**src/rtl/fredkin_demux4.sv**
```systemverilog
module fredkin_demux4 (
  input  logic       clk,
  input  logic       rst_n,
  input  logic       in_vld,
  input  logic       x_i,
  input  logic       a0_i,
  input  logic       a1_i,
  input  logic [2:0] anc_i,
  output logic       out_vld,
  output logic [3:0] y_o,
  output logic       sink_a0_o,
  output logic       sink_a1_o
);

  // column 1: one cell, control a1_i
  logic c1_p, c1_q;
  assign c1_p = a1_i ? x_i      : anc_i[0];
  assign c1_q = a1_i ? anc_i[0] : x_i;

  // unit-wire registers after column 1
  logic w_a1, w_a0, w_p, w_q, w_b2, w_b3, w_v;
  always_ff @(posedge clk) begin
    if (!rst_n) begin
      w_a1 <= 1'b0; w_a0 <= 1'b0; w_p <= 1'b0; w_q <= 1'b0;
      w_b2 <= 1'b0; w_b3 <= 1'b0; w_v <= 1'b0;
    end else begin
      w_a1 <= a1_i; w_a0 <= a0_i; w_p <= c1_p; w_q <= c1_q;
      w_b2 <= anc_i[1]; w_b3 <= anc_i[2]; w_v <= in_vld;
    end
  end

  // column 2: two cells sharing a0 by pass-through
  logic c2_mid;
  logic [3:0] c2_y;
  assign c2_y[3] = w_a0 ? w_p  : w_b2;
  assign c2_y[2] = w_a0 ? w_b2 : w_p;
  assign c2_mid  = w_a0;
  assign c2_y[1] = c2_mid ? w_q  : w_b3;
  assign c2_y[0] = c2_mid ? w_b3 : w_q;

  always_ff @(posedge clk) begin
    if (!rst_n) begin
      y_o <= 4'b0; sink_a0_o <= 1'b0; sink_a1_o <= 1'b0; out_vld <= 1'b0;
    end else begin
      y_o <= c2_y; sink_a0_o <= c2_mid; sink_a1_o <= w_a1; out_vld <= w_v;
    end
  end

  logic [1:0] warm;
  always_ff @(posedge clk) begin
    if (!rst_n) warm <= 2'd0;
    else if (warm != 2'd2) warm <= warm + 2'd1;
  end


  reset_quiet_chk: assert property (@(posedge clk)
    $past(!rst_n) |-> (y_o == 4'b0 && !out_vld && !sink_a0_o && !sink_a1_o));


  ones_total_chk: assert property (@(posedge clk) disable iff (!rst_n)
    warm == 2'd2 |-> $countones({y_o, sink_a0_o, sink_a1_o}) ==
                     $countones($past({x_i, a0_i, a1_i, anc_i}, 2)));


  ones_mid_chk: assert property (@(posedge clk) disable iff (!rst_n)
    warm != 2'd0 |-> $countones({w_a1, w_a0, w_p, w_q, w_b2, w_b3}) ==
                     $countones($past({x_i, a0_i, a1_i, anc_i})));


  sink_echo_chk: assert property (@(posedge clk) disable iff (!rst_n)
    warm == 2'd2 |-> {sink_a1_o, sink_a0_o} == $past({a1_i, a0_i}, 2));


  vld_delay_chk: assert property (@(posedge clk) disable iff (!rst_n)
    warm == 2'd2 |-> out_vld == $past(in_vld, 2));


  one_hot_chk: assert property (@(posedge clk) disable iff (!rst_n)
    (warm == 2'd2 && $past(anc_i, 2) == 3'b0) |-> $onehot0(y_o));


  route_chk: assert property (@(posedge clk) disable iff (!rst_n)
    (warm == 2'd2 && $past(anc_i, 2) == 3'b0) |->
      y_o == ({3'b0, $past(x_i, 2)} << {$past(a1_i, 2), $past(a0_i, 2)}));

endmodule

```
**config.mk**
```make
export PLATFORM = sky130hd
export DESIGN_NAME = fredkin_demux4
export DESIGN_NICKNAME = d
export VERILOG_FILES = /design/src/rtl/fredkin_demux4.sv
export SDC_FILE = /design/constraint.sdc
export NUM_CORES = 1
export LEC_CHECK = 0
export BUFFER_PORTS_ARGS = -buffer_cell sky130_fd_sc_hd__clkbuf_2
export CAP_MARGIN = 40
export CORE_AREA = 5 5 42 44
export DETAILED_ROUTE_END_ITERATION = 8
export DIE_AREA = 0 0 47 49
export PLACE_DENSITY = 0.57
export SKIP_LAST_GASP = 1
export SYNTH_ARGS = -nofsm -noshare
export SYNTH_HDL_FRONTEND = slang
export SYNTH_SLANG_ARGS = --single-unit
```
**constraint.sdc**
```tcl
create_clock -name clk -period 0.98 [get_ports clk]
set_input_delay 0.049 -clock clk [delete_from_list [all_inputs] [get_ports clk]]
set_output_delay 0.049 -clock clk [all_outputs]
set_load 0.02 [all_outputs]
```
# Yosys cells after proc, flatten, opt, wreduce, memory -nomap -nowiden

Cells that the tools add are included.

Mux-type cells: 6

Operators with widths:

| operator | number |
|---|---|
| $mux 1   | 6 |

Logic and storage cells: 17
Register bits: 14
Output and inout bits: 7

# Logic depth before layout (Yosys ltp)

Gate-level depths: netlist of run 1.

Word-level depth: 1
Depth in mapped cells: 3

# Worst setup path after synthesis of run 1

OpenSTA, ideal clock, no wires.

Kind: register to register
Start: register w_a0, in the netlist c2_mid
End: register y_o[0]
Setup time: 0.116 ns
Arrival: 0.625 ns
Data required time: 0.864 ns
Cell stages (with the launch flop): 4
Path buffers: 1
Setup slack: 0.239 ns
Path through: dfxtp_1 buf_6 mux2i_1 nor2b_1

Cells in the longest elaborated chain, start to end: 1

Ends and longest elaborated chain:

| element                | RTL line | source |
|---|---|---|
| from (decl)            | 21       | `logic w_a1, w_a0, w_p, w_q, w_b2, w_b3, w_v;` |
| from (signal assigned) | 27       | `w_a1 <= a1_i; w_a0 <= a0_i; w_p <= c1_p; w_q <= c1_q;` |
| $mux 1                 | 39       | `assign c2_y[0] = c2_mid ? w_b3 : w_q;` |
| to (signal assigned)   | 45       | `y_o <= c2_y; sink_a0_o <= c2_mid; sink_a1_o <= w_a1; out_vld <= w_v;` |
| to (decl)              | 10       | `output logic [3:0] y_o,` |

No other way between the ends.
A chain may end at the register's enable or synchronous reset.

# Worst setup path after layout of run 1

Start: register w_a0, in the netlist c2_mid
End: register y_o[2]

Cells in the longest elaborated chain, start to end: 1

Ends and longest elaborated chain:

| element | RTL line | source |
|---|---|---|
| $mux 1  | 36       | `assign c2_y[2] = w_a0 ? w_b2 : w_p;` |

No other way between the ends.

==> impl_summary.md, run 1 <==
Route
The remaining design rule violation count is 0. For this block, the routed nets add up to 593 um of wire. The starting DRC count in detailed routing is 0. Dividing the detail-routed via count by the number of cells gives 4.04. In this run the remaining antenna-violating nets after routing total 0. The detailed-route via count is 291. In the final routed layout, each cell accounts on average for 8.24 um. The count of TritonRoute iterations in the first routing pass is 1.

Worst hold path
The type of the most critical hold path is input port to flip-flop. Along the worst hold path, the cell count comes to 2.

Worst setup path
The critical path data required time is 1150 ps. STA classifies the critical path endpoint as a flip-flop. In this design, the stage delay of the slowest critical-path cell is 440 ps. Traced cell by cell, the critical path runs through mux2i_1, nor2b_1. The maximum fanout encountered on the critical timing path is 5.

The worst path arrival time is 1000 ps. The category of the critical setup timing path is flip-flop to flip-flop. The number of buffers and inverters on the critical path is 0. The terminus of the critical flop-to-flop path is y_o[2]$_SDFF_PN0_. The depth of the critical timing path with buffers and inverters included is 2. In this run the worst setup path begins at c2_mid$_SDFF_PN0_. Among cell families on the critical path, the largest total delay comes from flip-flops. The startpoint of the worst register-to-register path is c2_mid$_SDFF_PN0_. The end of the critical path is y_o[2]$_SDFF_PN0_. The slowest stage of the critical path is the sky130_fd_sc_hd__dfxtp_1 cell.

For the worst flop-to-flop path, the logic depth is 2. The minimum setup slack among reg-to-reg paths is 150 ps. The worst setup path is launched from a flip-flop.

Clocking
The clock latency of the later-clocked register in the worst-skew pair is 270 ps. The number of buffers on the longest clock path is 2. The number of H-tree levels is 1. In this run, CTS created clock tree buffers numbering 3. The TritonCTS clock tree is yes.

The tree is rooted in a sky130_fd_sc_hd__clkbuf_4. The count of clock tree sinks is 14. The count of instances resized after the clock tree is built is 0. Clock-pin slew was measured on the worst setup and hold paths at 80 ps.

Logic synthesis
The number of nets in the synthesized netlist is 45. By area the synthesized netlist is led by sky130_fd_sc_hd__dfxtp_1, sky130_fd_sc_hd__mux2i_1, sky130_fd_sc_hd__and2_1. After synthesis the netlist holds a flip-flop and latch count of 14. The largest area contributor in the netlist is sky130_fd_sc_hd__dfxtp_1. The number of distinct library cells after synthesis is 7. The cell area after synthesis is 445 um2. Synthesis produced a netlist whose cell count is 36. The sequential fraction of the synthesis area is 62.9%.

A synthesized cell averages 12.4 um2. The share of the synthesized area in the top cell type is 62.9%. The synthesis warning total is 0.

Power and ir drop
The clock network fraction of total power is 30.0%. Registers are responsible for 60.1% of the overall power. The post-route total power is 0.00102 W. The leakage power summed over all cells is 0.271 nW. The combinational group share of total power is 9.8%. The net switching power is 0.000219 W. Dividing total power by cell area gives a power density of 1730 mW/mm2. Across the VDD grid, the largest voltage drop is 0.697 mV. Net switching is 21.6% of the power. The internal portion of the total power is 0.000796 W.

Layout
0 antenna diodes ended up in the layout. The area growth from synthesis to layout is 31.7%. Counting the fill cells in the layout gives 150. The final-stage net count is 67. In the final layout, the share of cells above drive strength 1 is 33.9%. The final standard cell area without fillers is 587 um2.

Global route
The wire length of the first global-routing pass is 1.00 mm. The global routing usage summed across all routing layers is 6.71%. The total overflow left after global routing is 0. The via count of the first global-routing pass is 273. The initial antenna violation count is 0. Entering global routing, the biggest net connects 15 pins.

STA
Setup repair after global routing left no endpoint under its margin. Setup slack closes at 152 ps. The final number of setup-violating endpoints is 0. For the final routed database, the setup TNS stands at 0 ps. Headroom to the max-slew limit came out at 85.0%.

The slew at the pin closest to its max-slew limit is 224 ps. The final setup skew is 3.96 ps. The number of hold violations in the final report is 0. The max-slew violation total from the final report is 0.

Of the available clock period, the critical path in the final layout requires 84.5%. Based on the critical path, the design can be clocked at up to 1.21 GHz. The post-route minimum period is 828 ps.

Run
The max-cap check violation count is 0.

Place
The congestion estimate from routability-driven global placement came to 0.562. The number of I/O port buffers is 15. The worst setup timing slack at the placement stage is 149 ps. The placed instance area is 524 um2.

Floorplanning
The total area inside the core boundary comes to 0.00140 mm2. The width of the chip is 47 um. The starting density of the core is 31.8%. The floorplan step defined a die boundary enclosing 0.00230 mm2. The top-level I/O count is 16. The die span in y is 49 um. The floorplan has 14 rows.

Run status
The flow ran to the end, and the final reports show no timing, DRC or antenna violations.
worst min path at each step:
stage | startpoint | endpoint
after global routing | a1_i | w_a1$_SDFF_PN0_
after CTS | a1_i | w_a1$_SDFF_PN0_
after floorplan | a1_i | w_a1$_SDFF_PN0_
final | a1_i | w_a1$_SDFF_PN0_
after detailed placement | in_vld | w_v$_SDFF_PN0_
after global placement | in_vld | w_v$_SDFF_PN0_
cell families after synthesis:
logic type	share of synthesized area, %
buffers and inverters	3.65
DFF	62.9
muxes	13.5
and+or+nand+nor	19.9
flip-flops by register name (all words and copies together) (netlist names):
name       count
w_v            1
w_p            1
y_o            4
sink_a1_o      1
c2_mid         1
w_b3           1
w_b2           1
w_a1           1
out_vld        1
sink_a0_o      1
w_q            1
repair_timing:
action / 4_1_cts / 5_1_grt
endpoints found under the hold margin: 4 / 0
buffers inserted: 0 / 0
hold buffers: 4 / 0
setup endpoints to repair: 0 / 0
placed cells by master, fill, tap and decap left out:
| cell type | instances |
|---|---|
| sky130_fd_sc_hd__dfxtp_1 | 14 |
| sky130_fd_sc_hd__dlygate4sd3_1 | 4 |
| sky130_fd_sc_hd__and2_2 | 1 |
| sky130_fd_sc_hd__and2_1 | 7 |
| sky130_fd_sc_hd__clkbuf_2 | 15 |
| sky130_fd_sc_hd__nor2b_1 | 6 |
| sky130_fd_sc_hd__mux2i_1 | 6 |
| sky130_fd_sc_hd__clkbuf_4 | 3 |
stage by stage:
stage / hold slack (ps) / util [%] / std cells
3_3_place_gp: 257 / 37.4 / 65
6_report: 39.1 / 41.9 / 72
3_5_place_dp: 258 / 37.4 / 65
4_1_cts: 29.9 / 41.9 / 72
2_1_floorplan: 171 / - / 36
5_1_grt: 49.5 / 41.9 / 72
cell type report:
cell class / instances / area [um2] / share of cell area, %
Clock buffer: 3 / 22.5 / 3.84
Multi-Input combinational cell: 20 / 149 / 25.4
Sequential cell: 14 / 280 / 47.8
Tap cell: 16 / 20.0 / 3.41
Timing Repair Buffer: 19 / 115 / 19.6
layer usage:
metal / GRT usage (%) / routed length (um) / vias to the layer above
met2: 10.2 / 277 / 13
li1: - / - / 154
met3: 3.69 / 72 / 2
met5: 0 / 0 / -
met1: 4.88 / 227 / 122
met4: 8.29 / 17 / 0
power groups by stage:
stage / Combinational [W] / Sequential, W / Clock (W)
after global routing: 0.000111 / 0.000614 / 0.000339
after floorplan: 0.0000445 / 0.000638 / 0
after global placement: 0.0000890 / 0.000624 / 0
final: 0.0000998 / 0.000611 / 0.000305
after CTS: 0.000102 / 0.000611 / 0.000321
after detailed placement: 0.0000891 / 0.000624 / 0
cell usage after synthesis:
cell type	instances
sky130_fd_sc_hd__and2_1	7
sky130_fd_sc_hd__and2_2	1
sky130_fd_sc_hd__buf_2	1
sky130_fd_sc_hd__buf_6	1
sky130_fd_sc_hd__dfxtp_1	14
sky130_fd_sc_hd__mux2i_1	6
sky130_fd_sc_hd__nor2b_1	6
worst reg2reg max path, delay by kind of cell, from the launching register on:
kind / cells / cell delay [ps]
flip-flops: 1 / 440
multiplexers: 1 / 220
AND/OR/NAND/NOR: 1 / 60
No activity file was read; power rests on OpenSTA's default activity.
==> run 2, diff against run 1 <==
==> constraint.sdc (replaced) <==
create_clock -name clk -period 0.8 [get_ports clk]
set_input_delay 0.04 -clock clk [delete_from_list [all_inputs] [get_ports clk]]
set_output_delay 0.04 -clock clk [all_outputs]
set_load 0.02 [all_outputs]
==> run 2 against run 1 <==
Sequential power rose by 23%. Clock power up 22%. Core utilization rose by 0.98 points. Die area is the same. Count of clock-buffer cells in the layout did not move. Clock skew about the same. Non-clock buffer count did not move. Setup slack got worse by 120 ps. Total power is 23% higher. Sequential share of layout area decreased by 0.89 points. Routed wire length grew 0.17%. Register-to-register slack worse by 110 ps. Critical path type is now flip-flop to output pin. Critical endpoint is now y_o[3]. Largest cell class unchanged. Highest routed layer unchanged.
==> impl_summary.md, run 2 (synthesis results as in run 1) <==
Run status
The flow ran to the end, and the final reports show no timing, DRC or antenna violations.

Power and ir drop
The leakage power summed over all cells is 0.276 nW. The power per standard cell area is 2080 mW/mm2. The worst-case vdd ir drop is 0.859 mV.

Worst setup path
Along the worst path, the maximum fanout reaches 1. The category of the critical setup timing path is flip-flop to output pin. The origin of the worst setup path is y_o[3]$_SDFF_PN0_. The kind of end point of the critical path is an output pin. The critical path goes through buf_2. The worst path arrival time is 730 ps.

Together, buffers and inverters on the worst path number 1. The startpoint of the worst register-to-register path is c2_mid$_SDFF_PN0_. The largest single stage delay on the critical path is 310 ps. Grouping stages by cell kind, the critical path spends the most delay in flip-flops. The startpoint type of the worst setup path is a flip-flop. The critical path data required time is 760 ps. Among all stages on the critical path, the largest delay is contributed by sky130_fd_sc_hd__dfxtp_1.

Floorplanning
The width of the chip is 47 um. The core region is 0.00140 mm2. The number of placement rows is 14. The initial utilization of the core area, before any placement, comes to 31.8%.

The die covers 0.00230 mm2. Measured along the y axis, the die boundary spans 49 um. 16 I/O pins were placed.

Layout
Of the cells placed in the final design, the portion with a size suffix greater than 1 is 35.7%. The post-route non-filler standard cell count is 72. Leaving out fill and tap cells, the most frequent cells in the layout are sky130_fd_sc_hd__dfxtp_1, sky130_fd_sc_hd__clkbuf_2, sky130_fd_sc_hd__and2_1. The register ranked first by flip-flop count is y_o. The post-synthesis to final-layout area growth is 34.8%. After the last flow step, the layout net total stands at 67. The library cell used most frequently in the layout, excluding fill and tap cells, is sky130_fd_sc_hd__dfxtp_1.

The repair_antennas step left the layout with diodes totalling 0. The flip-flop count of the largest register, all copies and words added is 4.

Route
For this block, the initial DRC count from the detailed router was 0. The detailed-route via count is 291. The post-detailed-route count of antenna-violating nets is 0. The final routed wire length divided by cell count is 8.25 um.

After detailed routing, the total wire length is 594 um. For this run, the detailed router's first-pass iteration total came to 1. The number of vias per cell after detailed routing is 4.04. The remaining design rule violation count is 0.

Clocking
Clock-pin slew was measured on the worst setup and hold paths at 80 ps. The clock root buffer is sky130_fd_sc_hd__clkbuf_4. At the later pin of the worst-skew pair, clock insertion delay measures 270 ps.

The count of clock tree sinks is 14. Counting the buffers created by CTS gives 3. The number of H-tree levels is 1.

The TritonCTS clock tree is yes. Counting along the longest clock path gives a buffer depth of 2.

Run
Across the run, the number of max-cap violations was 0.

STA
Setup repair after global routing left no endpoint under its margin. The worst slew slack as a fraction of its limit is 88.2%. The max-slew violation total from the final report is 0. The final number of setup-violating endpoints is 0.

After layout, the worst path uses 96.1% of the clock period. The number of hold violations in the final report is 0. The maximum achievable frequency is 1.30 GHz. The final setup skew is 3.96 ps. The final worst hold slack is 30.0 ps. The slew at the pin closest to its max-slew limit is 177 ps. Counting I/O delays and the setup requirement, the final critical path takes 769 ps.

Global route
The via count of the first global-routing pass is 273. The pin count of the biggest net entering global routing is 15. The residual overflow from global routing is 0. For this run, the total global-route usage over all layers was measured as 6.71%. The initial antenna violation count came to 0.

The wire length of the first global-routing pass is 1.00 mm.

Place
The routability congestion estimate is 0.562. Port buffering added 15 buffers. The placed instance count is 65.

Worst hold path
The startpoint of the worst hold path is a1_i. The tightest min-delay check is of the input port to flip-flop type.
[run 2: cell types whose count changed in the layout (fill, tap and decap cells not counted), sizes merged]
cell    delta
clkbuf     -7
buf        +7
[run 2: through the flow]
| step | cell area (um2) | total power (W) | setup WS, ps | util [%] | setup TNS (ps) |
|---|---|---|---|---|---|
| finish | 601 | 0.00125 | 31.4 | 42.9 | 0 |
| global route | 601 | 0.00131 | 0.596 | 42.9 | 0 |
| CTS | 588 | 0.00127 | 7.79 | 42.0 | 0 |
| detailed placement | 524 | 0.000874 | -31.3 | 37.4 | -66.6 |
| global placement | 524 | 0.000874 | -21.5 | 37.4 | -33.4 |
| floorplan | 445 | 0.000836 | 58.7 | - | 0 |
[run 2: final cells by class]
cell class	count	area, um2
clock buffer	3	22.5
fill	147	801
multi-input combinational	20	149
sequential	14	282
tap	16	20.0
timing repair buffer	19	128
[run 2: path summary, 6_finish.rpt]
| path | to | slack [ps] | cells past startpoint |
|---|---|---|---|
| hold / removal | w_a1$_SDFF_PN0_ | 30 | 2 |
| setup reg to reg | y_o[2]$_SDFF_PN0_ | 40 | 2 |
| hold reg to reg | sink_a1_o$_SDFF_PN0_ | 440 | 1 |
| setup / recovery | y_o[3] | 30 | 1 |
[run 2: where the power goes]
group,leakage (nW),internal (W),switching [W]
registers,0.116,0.000734,0.0000147
logic,0.146,0.0000747,0.0000545
clock network,0.0138,0.000174,0.000199
[run 2: layer usage]
metal  vias to the layer above  share of wire, %  track usage (%)
met5                         -                 0                0
met4                         0               2.9             8.29
met3                         2                12             3.69
met2                        13                47             10.2
met1                       122                38             4.88
li1                        154                 -                -
[run 2: repair_timing]
action,CTS,global route
pin swaps,0,0
setup endpoints to repair,4,7
hold buffers,4,0
endpoints found under the hold margin,4,0
resized for setup,1,12
buffers inserted,0,0
